<file path="config.mk">
export PLATFORM = sky130hd
export DESIGN_NAME = fcvtw_mod_conv
export DESIGN_NICKNAME = d
export VERILOG_FILES = /design/src/rtl/fcvtw_pkg.sv /design/src/rtl/fcvtw_decode.sv /design/src/rtl/fcvtw_classify.sv /design/src/rtl/fcvtw_trunc.sv /design/src/rtl/fcvtw_mod_conv.sv
export SDC_FILE = /design/constraint.sdc
export NUM_CORES = 1
export LEC_CHECK = 0
export BUFFER_PORTS_ARGS = -buffer_cell sky130_fd_sc_hd__buf_2
export CAP_MARGIN = 10
export CORE_MARGIN = 2
export CORE_UTILIZATION = 37
export CTS_CLUSTER_DIAMETER = 100
export DETAILED_ROUTE_END_ITERATION = 10
export PLACE_DENSITY = 0.6
export SLEW_MARGIN = 20
export SYNTH_ARGS = -nofsm -noshare
export SYNTH_HDL_FRONTEND = slang
export SYNTH_SLANG_ARGS = --single-unit
</file>
<file path="constraint.sdc">
create_clock -name clk -period 1 [get_ports clk]
set_input_delay 0.1 -clock clk [delete_from_list [all_inputs] [get_ports clk]]
set_output_delay 0.1 -clock clk [all_outputs]
set_load 0.02 [all_outputs]
</file>
<file path="src/rtl/fcvtw_pkg.sv">
package fcvtw_pkg;

   // class of a floating-point operand after unpacking
   typedef enum logic [2:0] {
      CLS_ZERO = 3'd0,
      CLS_SUB  = 3'd1,
      CLS_NORM = 3'd2,
      CLS_INF  = 3'd3,
      CLS_NAN  = 3'd4
   } fp_cls_e;

   // IEEE exception flags, most significant first
   typedef struct packed {
      logic nv;
      logic dz;
      logic of;
      logic uf;
      logic nx;
   } fflags_t;

   localparam int FLAG_W = 5;

endpackage

</file>
<file path="src/rtl/fcvtw_decode.sv">
module fcvtw_decode #(
   parameter logic [6:0] OPC_V  = 7'b1010011,
   parameter logic [6:0] FUNC_V = 7'b1100001,
   parameter logic [4:0] SEL_V  = 5'b01000,
   parameter logic [2:0] RM_V   = 3'b001
) (
   input  logic [31:0] i_insn,
   output logic        o_hit,
   output logic [4:0]  o_src,
   output logic [4:0]  o_dst
);

   logic opc_ok, func_ok, sel_ok, rm_ok;

   always_comb begin
      opc_ok  = (i_insn[6:0]   == OPC_V);
      func_ok = (i_insn[31:25] == FUNC_V);
      sel_ok  = (i_insn[24:20] == SEL_V);
      rm_ok   = (i_insn[14:12] == RM_V);   // only static round-toward-zero decodes
      o_hit   = opc_ok & func_ok & sel_ok & rm_ok;
      o_src   = i_insn[19:15];
      o_dst   = i_insn[11:7];
   end

endmodule

</file>
<file path="src/rtl/fcvtw_classify.sv">
module fcvtw_classify
   import fcvtw_pkg::*;
#(
   parameter  int EXP_W = 11,
   parameter  int MAN_W = 52,
   localparam int FW    = 1 + EXP_W + MAN_W
) (
   input  logic [FW-1:0]    i_op,
   output logic             o_sign,
   output fp_cls_e          o_cls,
   output logic [EXP_W-1:0] o_exp,
   output logic [MAN_W:0]   o_sig
);

   localparam logic [EXP_W-1:0] EXP_TOP = '1;

   logic [MAN_W-1:0] man;
   logic             exp_zero, exp_full, man_zero;

   always_comb begin
      o_sign   = i_op[FW-1];
      o_exp    = i_op[FW-2 -: EXP_W];
      man      = i_op[MAN_W-1:0];
      exp_zero = (o_exp == '0);
      exp_full = (o_exp == EXP_TOP);
      man_zero = (man == '0);
      // hidden bit only for normal numbers
      o_sig    = {~exp_zero, man};
      if (exp_zero)
         o_cls = man_zero ? CLS_ZERO : CLS_SUB;
      else if (exp_full)
         o_cls = man_zero ? CLS_INF : CLS_NAN;
      else
         o_cls = CLS_NORM;
   end

endmodule

</file>
<file path="src/rtl/fcvtw_trunc.sv">
module fcvtw_trunc
   import fcvtw_pkg::*;
#(
   parameter int EXP_W = 11,
   parameter int MAN_W = 52,
   parameter int INT_W = 32
) (
   input  logic             i_sign,
   input  fp_cls_e          i_cls,
   input  logic [EXP_W-1:0] i_exp,
   input  logic [MAN_W:0]   i_sig,
   output logic [INT_W-1:0] o_res,
   output fflags_t          o_flags
);

   localparam int BIAS  = (1 << (EXP_W - 1)) - 1;
   // at this exponent every bit of the kept window is below the shifted significand
   localparam int E_LIM = MAN_W + INT_W;
   localparam int PW    = MAN_W + 1 + E_LIM;
   localparam int SH_W  = $clog2(E_LIM);
   localparam int UE_W  = EXP_W + 2;

   localparam logic signed [UE_W-1:0] BIAS_S = UE_W'(BIAS);
   localparam logic signed [UE_W-1:0] TOP_S  = UE_W'(INT_W - 1);
   localparam logic signed [UE_W-1:0] LIM_S  = UE_W'(E_LIM);
   localparam logic [INT_W-1:0]       MIN_MAG = {1'b1, {(INT_W-1){1'b0}}};

   logic signed [UE_W-1:0] ue;
   logic                   below_one, beyond;
   logic [SH_W-1:0]        shamt;
   logic [PW-1:0]          wide;
   logic [INT_W-1:0]       mag_lo;
   logic                   frac_nz, out_rng;
   logic                   unused_hi;

   // magnitude alignment: significand shifted so the binary point sits at bit MAN_W
   always_comb begin
      ue        = $signed({2'b00, i_exp}) - BIAS_S;
      below_one = ue[UE_W-1];
      beyond    = (ue >= LIM_S);
      shamt     = (below_one || beyond) ? '0 : ue[SH_W-1:0];
      wide      = {{E_LIM{1'b0}}, i_sig} << shamt;
      mag_lo    = wide[MAN_W +: INT_W];
      frac_nz   = |wide[MAN_W-1:0];
      // exponent INT_W-1 leaves 2^(INT_W-1) <= |x|; only the exact negative minimum fits
      out_rng   = (ue > TOP_S) || ((ue == TOP_S) && !(i_sign && (mag_lo == MIN_MAG)));
   end

   assign unused_hi = ^wide[PW-1:MAN_W+INT_W];

   // result and flag selection per operand class
   always_comb begin
      o_res   = '0;
      o_flags = '0;
      unique case (i_cls)
         CLS_NAN, CLS_INF: o_flags.nv = 1'b1;
         CLS_SUB:          o_flags.nx = 1'b1;
         CLS_NORM: begin
            if (below_one) begin
               o_flags.nx = 1'b1;
            end else if (beyond) begin
               o_flags.nv = 1'b1;
            end else begin
               o_res      = i_sign ? (~mag_lo + 1'b1) : mag_lo;
               o_flags.nv = out_rng;
               o_flags.nx = frac_nz & ~out_rng;
            end
         end
         default: ;
      endcase
   end

endmodule

</file>
<file path="src/rtl/fcvtw_mod_conv.sv">
module fcvtw_mod_conv
   import fcvtw_pkg::*;
#(
   parameter  int XLEN  = 64,
   parameter  int INT_W = 32,
   parameter  int EXP_W = 11,
   parameter  int MAN_W = 52,
   localparam int FW    = 1 + EXP_W + MAN_W
) (
   input  logic              clk,
   input  logic              rst_n,
   input  logic              i_valid,
   input  logic [31:0]       i_insn,
   input  logic [FW-1:0]     i_op,
   output logic              o_valid,
   output logic              o_match,
   output logic [4:0]        o_fs_idx,
   output logic [4:0]        o_rd_idx,
   output logic [XLEN-1:0]   o_result,
   output logic [FLAG_W-1:0] o_flags
);

   // elaboration-time parameter checks
   if (XLEN < INT_W) begin : g_bad_xlen
      $error("XLEN must be at least INT_W");
   end
   if (INT_W < 2 || EXP_W < 2 || MAN_W < 1) begin : g_bad_fmt
      $error("format widths too small");
   end

   logic             dec_hit;
   logic [4:0]       dec_src, dec_dst;
   logic             op_sign;
   fp_cls_e          op_cls;
   logic [EXP_W-1:0] op_exp;
   logic [MAN_W:0]   op_sig;
   logic [INT_W-1:0] cv_res;
   fflags_t          cv_flags;
   logic [XLEN-1:0]  cv_wide;

   fcvtw_decode u_dec (
      .i_insn (i_insn),
      .o_hit  (dec_hit),
      .o_src  (dec_src),
      .o_dst  (dec_dst)
   );

   fcvtw_classify #(.EXP_W(EXP_W), .MAN_W(MAN_W)) u_cls (
      .i_op   (i_op),
      .o_sign (op_sign),
      .o_cls  (op_cls),
      .o_exp  (op_exp),
      .o_sig  (op_sig)
   );

   fcvtw_trunc #(.EXP_W(EXP_W), .MAN_W(MAN_W), .INT_W(INT_W)) u_cvt (
      .i_sign  (op_sign),
      .i_cls   (op_cls),
      .i_exp   (op_exp),
      .i_sig   (op_sig),
      .o_res   (cv_res),
      .o_flags (cv_flags)
   );

   // widening variant chosen by register width
   if (XLEN > INT_W) begin : g_sext
      assign cv_wide = {{(XLEN-INT_W){cv_res[INT_W-1]}}, cv_res};
   end else begin : g_same
      assign cv_wide = cv_res;
   end

   logic              q_valid, q_match;
   logic [4:0]        q_src, q_dst;
   logic [XLEN-1:0]   q_res;
   logic [FLAG_W-1:0] q_flags;

   always_ff @(posedge clk or negedge rst_n) begin
      if (!rst_n) begin
         q_valid <= 1'b0;
         q_match <= 1'b0;
         q_src   <= '0;
         q_dst   <= '0;
         q_res   <= '0;
         q_flags <= '0;
      end else begin
         q_valid <= i_valid;
         if (i_valid) begin
            q_match <= dec_hit;
            q_src   <= dec_src;
            q_dst   <= dec_dst;
            q_res   <= cv_wide;
            q_flags <= cv_flags;
         end
      end
   end

   assign o_valid  = q_valid;
   assign o_match  = q_match;
   assign o_fs_idx = q_src;
   assign o_rd_idx = q_dst;
   assign o_result = q_res;
   assign o_flags  = q_flags;

   // output valid trails input valid by one cycle
   a_r8_valid_follows: assert property (@(posedge clk) disable iff (!rst_n)
      i_valid |=> o_valid);
   a_r8_idle_follows: assert property (@(posedge clk) disable iff (!rst_n)
      !i_valid |=> !o_valid);
   // data hold while idle
   a_r8_hold: assert property (@(posedge clk) disable iff (!rst_n)
      !i_valid |=> $stable(o_result) && $stable(o_flags));
   // all-ones exponent yields zero with invalid
   a_r3_special_zero: assert property (@(posedge clk) disable iff (!rst_n)
      (i_valid && (i_op[FW-2 -: EXP_W] == '1)) |=> (o_result == '0) && o_flags[4]);
   // invalid and inexact never together, unused flags stay low
   a_r5_flag_rules: assert property (@(posedge clk) disable iff (!rst_n)
      o_valid |-> !(o_flags[4] && o_flags[0]) && (o_flags[3:1] == 3'b000));
   // a non-zero-rounding code never decodes
   a_r1_rm_reject: assert property (@(posedge clk) disable iff (!rst_n)
      (i_valid && (i_insn[14:12] != 3'b001)) |=> !o_match);
   // destination index carried through the stage
   a_r7_rd_index: assert property (@(posedge clk) disable iff (!rst_n)
      i_valid |=> (o_rd_idx == $past(i_insn[11:7])));
   // upper half mirrors the sign of the 32-bit result
   a_r6_sign_ext: assert property (@(posedge clk) disable iff (!rst_n)
      o_valid |-> (o_result[XLEN-1:INT_W] == {(XLEN-INT_W){o_result[INT_W-1]}}));

endmodule

</file>
==> metrics.cfg, run 1 <==
[pwr]
power.leakage_nw = 8.01
power.density_mw_per_mm2 = 630
ir_drop_mv = 0.689

[timing]
period_needed_ps = 4100
rsz0062_at_grt = true
final_hold_viol_count = 0
fmax_ghz = 0.244
slew_headroom = 0.441
fin_hold_ws_ps = 44.9
fin_crit_sh = 4.10
setup_tns_ps = -107550
slew_viol_final = 0
fin_skew_ps = 0
tightest_slew_ps = 832
layout_setup_ws_ps = -3100
setup_viol = 68

[grt]
grt_pass1_vias = 15815
grt_pass1_wl_um = 101000
grt_busiest_layer = met2
grt_max_degree = 60
grt_usage = 0.478
overflow = 0
grt.met2_usage = 0.724
met1_usage = 0.617
grt.met3_usage = 0.116
antenna_found_initial = 2

[drt]
vias = 16720
vias_per_cell = 6.70
dr.pass1.iters = 7
wl_um = 70800
drc_errors = 0
drtAntennaViolNets = 0
initialDrtViolationCount = 2698
wl_per_cell_um = 28.3

[clock_tree]
cts_htree_levels = 2
clock_sinks = 46
clk_pin_slew_ps = 70
cts-root-buf = clkbuf_16
cts_buffers = 5
cts_tree = built
clk_path_buf_depth = 2
clock_latency_ps = 290

[final_layout]
drive_gt1_frac = 0.554
fin_area_sq_mm = 0.0184
multi_input_area_sq_mm = 0.00934
n_fill_cell = 2035
final_core_util = 0.712
regArea_sq_mm = 0.00115
final_net_count = 2262
syn_to_final_growth_pct = 90.1

[synthesis]
synthArstFlopShare = 1.00
synth_cell_types = 105
avgSynthCellArea_sq_um = 6.85
synthesis.instances = 1413
yosysTopAreaCell = dfrtp_1
synth-seq-cells = 46
yosysTopAreaCellShare = 0.119
yosysWarnings = 0
synth-edff-count = 0
synth.area.top_cells = dfrtp_1 (12%), a21oi_1 (7.4%), nand2_1 (5.4%)
syn-cell-area_sq_mm = 0.00968
ys.flop_type = dfrtp_1
yosysSeqAreaShare = 0.119

[die]
initial_core_util = 0.375
die_w_um = 166
pin_count = 180
dieArea_sq_mm = 0.0275
core_area_sq_mm = 0.0258
fp-row-count = 59
die_h_um = 166

[placement]
io_buffers = 176
dp_hpwl_um = 53000
placed_area_sq_mm = 0.0156
gp_congestion = 1.10

[setup_path]
setup.worst_path.start_class = input port
cp_data_arrival_time_ps = 4250
crit_path_end_kind = flip-flop
path_class = input port to flip-flop
worstPathRequired_ps = 1150
worst-path-max-fanout = 7

[hold_path]
hp-class = input port to flip-flop

[run_status]
violations = setup timing
status = complete, but fails checks

[flow_run]
drv_cap = 0

[registers in the layout, indices dropped and copies added (netlist names)]
| register | count |
|---|---|
| o_result | 32 |
| o_fs_idx | 5 |
| o_rd_idx | 5 |
| o_flags | 2 |
| o_match | 1 |
| o_valid | 1 |
[area by class of cell]
| cell class | instances | share of cell area |
|---|---|---|
| tap | 335 | 0.0228 |
| sequential | 46 | 0.0628 |
| antenna | 2 | 0.000272 |
| clock buffer | 5 | 0.00680 |
| clock inverter | 3 | 0.00136 |
| timing repair buffer | 890 | 0.395 |
| inverter | 19 | 0.00388 |
| multi-input combinational | 1197 | 0.507 |
[layer usage]
layer / vias up / part of all wire
met4: 2 / 0.083
met3: 385 / 0.13
met2: 1478 / 0.42
met5: - / 0.00016
met1: 7911 / 0.36
li1: 6944 / -
[critical path, stage by stage]
cell       delay [ps]
buf_4             160
buf_4             170
nand4_1           150
mux2i_4           350
a2bb2oi_4         160
buf_4             170
nor3_1            670
a32oi_2           160
a2bb2oi_2         360
o31ai_1           120
a21oi_1           150
nand4_1           170
buf_6             190
ha_4              160
and2_4            180
nand4_1           170
buf_6             170
buf_4             120
nor3_2             40
a31oi_1           160
o221ai_1          160
[synth_stat cells, types with 6 or more instances]
| library cell | number |
|---|---|
| or3_1 | 14 |
| nand3_1 | 71 |
| o21ai_0 | 77 |
| mux2i_1 | 18 |
| a2bb2oi_1 | 7 |
| xor2_1 | 15 |
| nor2b_1 | 33 |
| o2bb2ai_1 | 8 |
| inv_1 | 18 |
| and3_1 | 16 |
| buf_4 | 44 |
| buf_1 | 11 |
| a211oi_1 | 20 |
| buf_2 | 35 |
| o32ai_1 | 7 |
| a221oi_1 | 22 |
| and2_1 | 14 |
| nor4_1 | 25 |
| xnor2_1 | 18 |
| nor2_1 | 102 |
| a31oi_1 | 22 |
| nand2b_1 | 8 |
| o31ai_1 | 29 |
| o21a_1 | 10 |
| nand2_1 | 138 |
| nor3_1 | 63 |
| o22ai_1 | 13 |
| a21o_1 | 8 |
| or2_2 | 6 |
| o21ai_1 | 25 |
| a22o_1 | 29 |
| a21oi_1 | 143 |
| nand4_1 | 24 |
| a22oi_1 | 20 |
| o2111ai_1 | 10 |
| clkbuf_1 | 50 |
| a221o_1 | 6 |
| dfrtp_1 | 46 |
| o211ai_1 | 33 |
| mux2_2 | 15 |
| buf_6 | 14 |
[report_power, final]
group	switching [W]	internal [W]	total [W]
clock network	0.000822	0.000943	0.00176
registers	0.0000539	0.00193	0.00199
logic	0.00443	0.00341	0.00784
[timing repair]
action / 4_1_cts / 5_1_grt
cloned: 6 / 3
setup buffers: 38 / 38
hold buffers: 1 / 0
hold endpoints to repair: 46 / 0
gates resized for setup: 267 / 156
pin swaps: 48 / 82
endpoints found under the setup margin: 68 / 69
[logic make-up after synthesis]
logic type | Yosys count | share of synthesized area
compound gates | 568 | 0.412
simple gates | 552 | 0.293
buf+inv | 174 | 0.101
flops | 46 | 0.119
mux | 35 | 0.0396
xor+xnor | 33 | 0.0299
fa+ha+maj | 4 | 0.00517
other cells | 1 | 0.000388
[placed cells by master, fill, tap and decap left out, types with 27 or more instances in the layout]
cell      synthesis  routed
buf_4            44     625
buf_2            35     136
nand2_1         138     124
a21oi_1         143     111
nor2_1          102      86
buf_6            14      71
nand3_1          71      62
o21ai_0          77      54
dfrtp_1          46      45
nor3_1           63      39
o211ai_1         33      33
nor2b_1          33      33
o21ai_1          25      30
buf_12            0      30
a21oi_2           1      28
a22o_1           29      27
[metrics by stage]
step / total power [W] / cells / setup WS, ps
finish: 0.0116 / 2497 / -3100
floorplan: 0.00484 / 1415 / -2740
global route: 0.0119 / 2495 / -3140
CTS: 0.0107 / 2458 / -2860
global placement: 0.00842 / 2406 / -3550
detailed placement: 0.00845 / 2406 / -3510
[path summary, 6_finish.rpt]
check	startpoint	end	slack, ps	cells past startpoint
max in group asynchronous	rst_n	o_result[31]	350	3
max	i_op[55]	o_result[24]	-3100	21
min reg2reg	o_result[0]	o_result[0]	500	1
min in group asynchronous	rst_n	o_result[25]	410	3
min	i_insn[18]	o_fs_idx[3]	40	2
max reg2reg	o_result[31]	o_result[31]	-330	5
(Power assumes the default switching activity.)
==> inputs of run 2 (changes only) <==
--- a/config.mk
+++ b/config.mk
@@ -11,8 +11,9 @@
 export CORE_UTILIZATION = 37
 export CTS_CLUSTER_DIAMETER = 100
 export DETAILED_ROUTE_END_ITERATION = 10
-export PLACE_DENSITY = 0.6
+export PLACE_DENSITY = 0.59
 export SLEW_MARGIN = 20
 export SYNTH_ARGS = -nofsm -noshare
 export SYNTH_HDL_FRONTEND = slang
+export SYNTH_HIERARCHICAL = 1
 export SYNTH_SLANG_ARGS = --single-unit
==> metrics.cfg, run 2 <==
[clock_tree]
clock_sinks = 49  ; +6.5%
clock_latency_ps = 300  ; about the same
cts-root-buf = clkbuf_16
cts_tree = built
clk_pin_slew_ps = 70  ; about the same
cts_buffers = 5  ; unchanged
clk_path_buf_depth = 2  ; unchanged
cts_htree_levels = 2  ; unchanged

[setup_path]
r2r_end = o_result[31]
ff2ff_path_depth = 3  ; -2
setup.worst_path.start_class = input port
slowest_stage = or4_4
r2r-start = o_result[31]
worstPathRequired_ps = 1190  ; +40 ps
worst-path-max-fanout = 6  ; -1
path_cells = buf_8 -> ha_4 -> nand4_1 -> or4_4 -> a32o_4 -> buf_12 -> buf_12 -> a31oi_1 -> nor3_1 -> buf_4 -> a221oi_1 -> o21ai_1 -> a31oi_2 -> nand4b_1 -> nor3_2 -> nand3_2 -> o31ai_4 -> a211oi_2 -> a31o_1 -> mux2_4
critPathMaxStageDelay_ps = 550  ; -120 ps
crit_path_end_kind = flip-flop
cp_data_arrival_time_ps = 4730  ; +480 ps
r2r_setup_slack_ps = -280  ; +50 ps
path_class = input port to flip-flop
cpMostUsedCell = buf_12

[timing]
fin_crit_sh = 4.54  ; +0.441
fmax_ghz = 0.220  ; -9.7%
period_needed_ps = 4540  ; +441 ps
layout_setup_ws_ps = -3540  ; -441 ps
setup_viol = 67  ; -1.5%
fin_hold_ws_ps = 28.2  ; -16.7 ps
slew_viol_final = 0  ; unchanged
setup_tns_ps = -118720  ; -11170 ps
slew_headroom = 0.442  ; +0.00134
fin_skew_ps = 0  ; unchanged
rsz0062_at_grt = true
tightest_slew_ps = 832  ; -0.139 ps
final_hold_viol_count = 0  ; unchanged

[synthesis]
yosys.area_share.simple = 0.301  ; +0.00808
synthesis.instances = 1569  ; +11%
avgSynthCellArea_sq_um = 6.96  ; +1.7%
yosysSeqAreaShare = 0.112  ; -0.00670
yosysTopAreaCell = dfrtp_1
synth-edff-count = 0  ; unchanged
ys.flop_type = dfrtp_1
synth_top_family_by_area = compound AO/OA/AOI/OAI gates
synth_cell_types = 102  ; -2.9%
synthArstFlopShare = 1.00  ; unchanged
synth-seq-cells = 49  ; +6.5%
yosysTopAreaCellShare = 0.112  ; -0.00670
yosysWarnings = 6  ; +6
yosysMostFrequentCell = nand2_1
yosys.area_share.adder = 0.00344  ; -0.00174
synth.area.top_cells = dfrtp_1 (11%), buf_4 (8.5%), nand2_1 (5.9%)
synthMuxAreaShare = 0.0859  ; +0.0463
synth_common_cells = nand2_1 (173), nor2_1 (136), buf_4 (124), a21oi_1 (99)
syn-cell-area_sq_mm = 0.0109  ; +13%
synth_compound_area_frac = 0.329  ; -0.0830
synth-xor-area-share = 0.0265  ; -0.00341

[final_layout]
largest_reg_flops = 32  ; unchanged
most-common-layout-cells = buf_4 (657), nand2_1 (162), buf_2 (144)
antenna_cells = 0  ; -2
fin_area_sq_mm = 0.0193  ; +4.7%
final_common_cell = buf_4
final_net_count = 2368  ; +4.7%
syn_to_final_growth_pct = 76.3
drive_gt1_frac = 0.560  ; +0.00560

[run_status]
violations = setup timing
status = complete, but fails checks

[drt]
drtAntennaViolNets = 0  ; unchanged
vias = 17209  ; +2.9%
drc_errors = 0  ; unchanged
wl_per_cell_um = 28.4  ; +0.29%
vias_per_cell = 6.49  ; -3.1%
initialDrtViolationCount = 2378  ; -12%
dr.pass1.iters = 6  ; -1
wl_um = 75400  ; +6.5%

[die]
dieArea_sq_mm = 0.0309  ; +13%
die_w_um = 176  ; +6.1%
pin_count = 180  ; unchanged
fp-row-count = 62  ; +5.1%
die_h_um = 176  ; +6.1%
initial_core_util = 0.379  ; +0.00398
core_area_sq_mm = 0.0289  ; +12%

[grt]
grt_max_degree = 42  ; -30%
grt_usage = 0.466  ; -0.0126
grt_pass1_vias = 16476  ; +4.2%
antenna_found_initial = 1  ; -1
overflow = 0  ; unchanged
grt_pass1_wl_um = 107000  ; +6.7%

[placement]
gp_congestion = 1.11  ; +0.75%
dp_hpwl_um = 58800  ; +11%
placed_area_sq_mm = 0.0166  ; +6.3%
io_buffers = 179  ; +1.7%

[pwr]
power.density_mw_per_mm2 = 617  ; -2.1%
power.leakage_nw = 8.55  ; +6.7%
ir_drop_mv = 0.664  ; -3.6%

[hold_path]
whs_path_depth = 2  ; unchanged
whs_endpoint = o_rd_idx[3]
hp-class = input port to flip-flop
hp-start = i_insn[10]

[flow_run]
drv_cap = 0  ; unchanged

==> run 2: power breakdown <==
part	switching, W	internal [W]	total [W]
Sequential	0.0000518	0.00207	0.00212
Clock	0.000849	0.000946	0.00180
Combinational	0.00447	0.00350	0.00797
Total	0.00537	0.00652	0.0119
==> run 2: critical path, delay by kind of cell <==
| family | cells | cell delay, ps |
|---|---|---|
| AO/OA/AOI/OAI | 8 | 2070 |
| AND/OR/NAND/NOR | 6 | 1560 |
| buffers and inverters | 4 | 590 |
| multiplexers | 1 | 250 |
| adder cells (fa/ha/maj) | 1 | 150 |
==> run 2: routing by layer <==
layer / track usage / routed length (um)
met1: 0.591 / 28600
met2: 0.716 / 32200
met3: 0.152 / 9960
met4: 0.214 / 4580
met5: 0 / 0
==> run 2: logic make-up after synthesis <==
kind of cell,after synthesis
adder cells (fa/ha/maj),3
other,1
XOR/XNOR,33
multiplexers,78
buffers and inverters,252
AO/OA/AOI/OAI,511
flip-flops,49
AND/OR/NAND/NOR,642
==> run 2: area by class of cell <==
cell class / instances / area, sq um
multi-input combinational: 1270 / 9830
fill: 2471 / 9600
timing repair buffer: 913 / 7460
sequential: 49 / 1230
tap: 384 / 480
clock buffer: 5 / 125
inverter: 27 / 104
clock inverter: 3 / 26.3
==> run 2: repair_timing <==
| action | CTS | global route |
|---|---|---|
| resized for setup | 174 | 199 |
| setup endpoints to repair | 67 | 69 |
| hold endpoints to repair | 20 | 0 |
| hold buffers | 1 | 0 |
| gates cloned | 5 | 4 |
| setup buffers | 49 | 29 |
| pin swaps | 49 | 62 |
==> run 2: how the worst max path moves through the flow <==
stage	start	to	slack, ps	cells after the start
4_1_cts	i_op[52]	o_result[29]	-3300	22
6_report	i_op[53]	o_flags[4]	-3540	20
2_1_floorplan	i_op[52]	o_flags[4]	-3290	24
3_3_place_gp	i_op[52]	o_flags[4]	-3970	20
3_5_place_dp	i_op[53]	o_flags[4]	-3960	20
5_1_grt	i_op[53]	o_flags[4]	-3610	26
==> run 2: stage by stage <==
stage	cells	utilization	total power (W)	setup WS, ps
global route	2651	0.667	0.0122	-3610
CTS	2622	0.629	0.0112	-3300
global placement	2560	0.574	0.00876	-3970
floorplan	1571	-	0.00552	-3290
finish	2651	0.667	0.0119	-3540
detailed placement	2560	0.574	0.00880	-3960
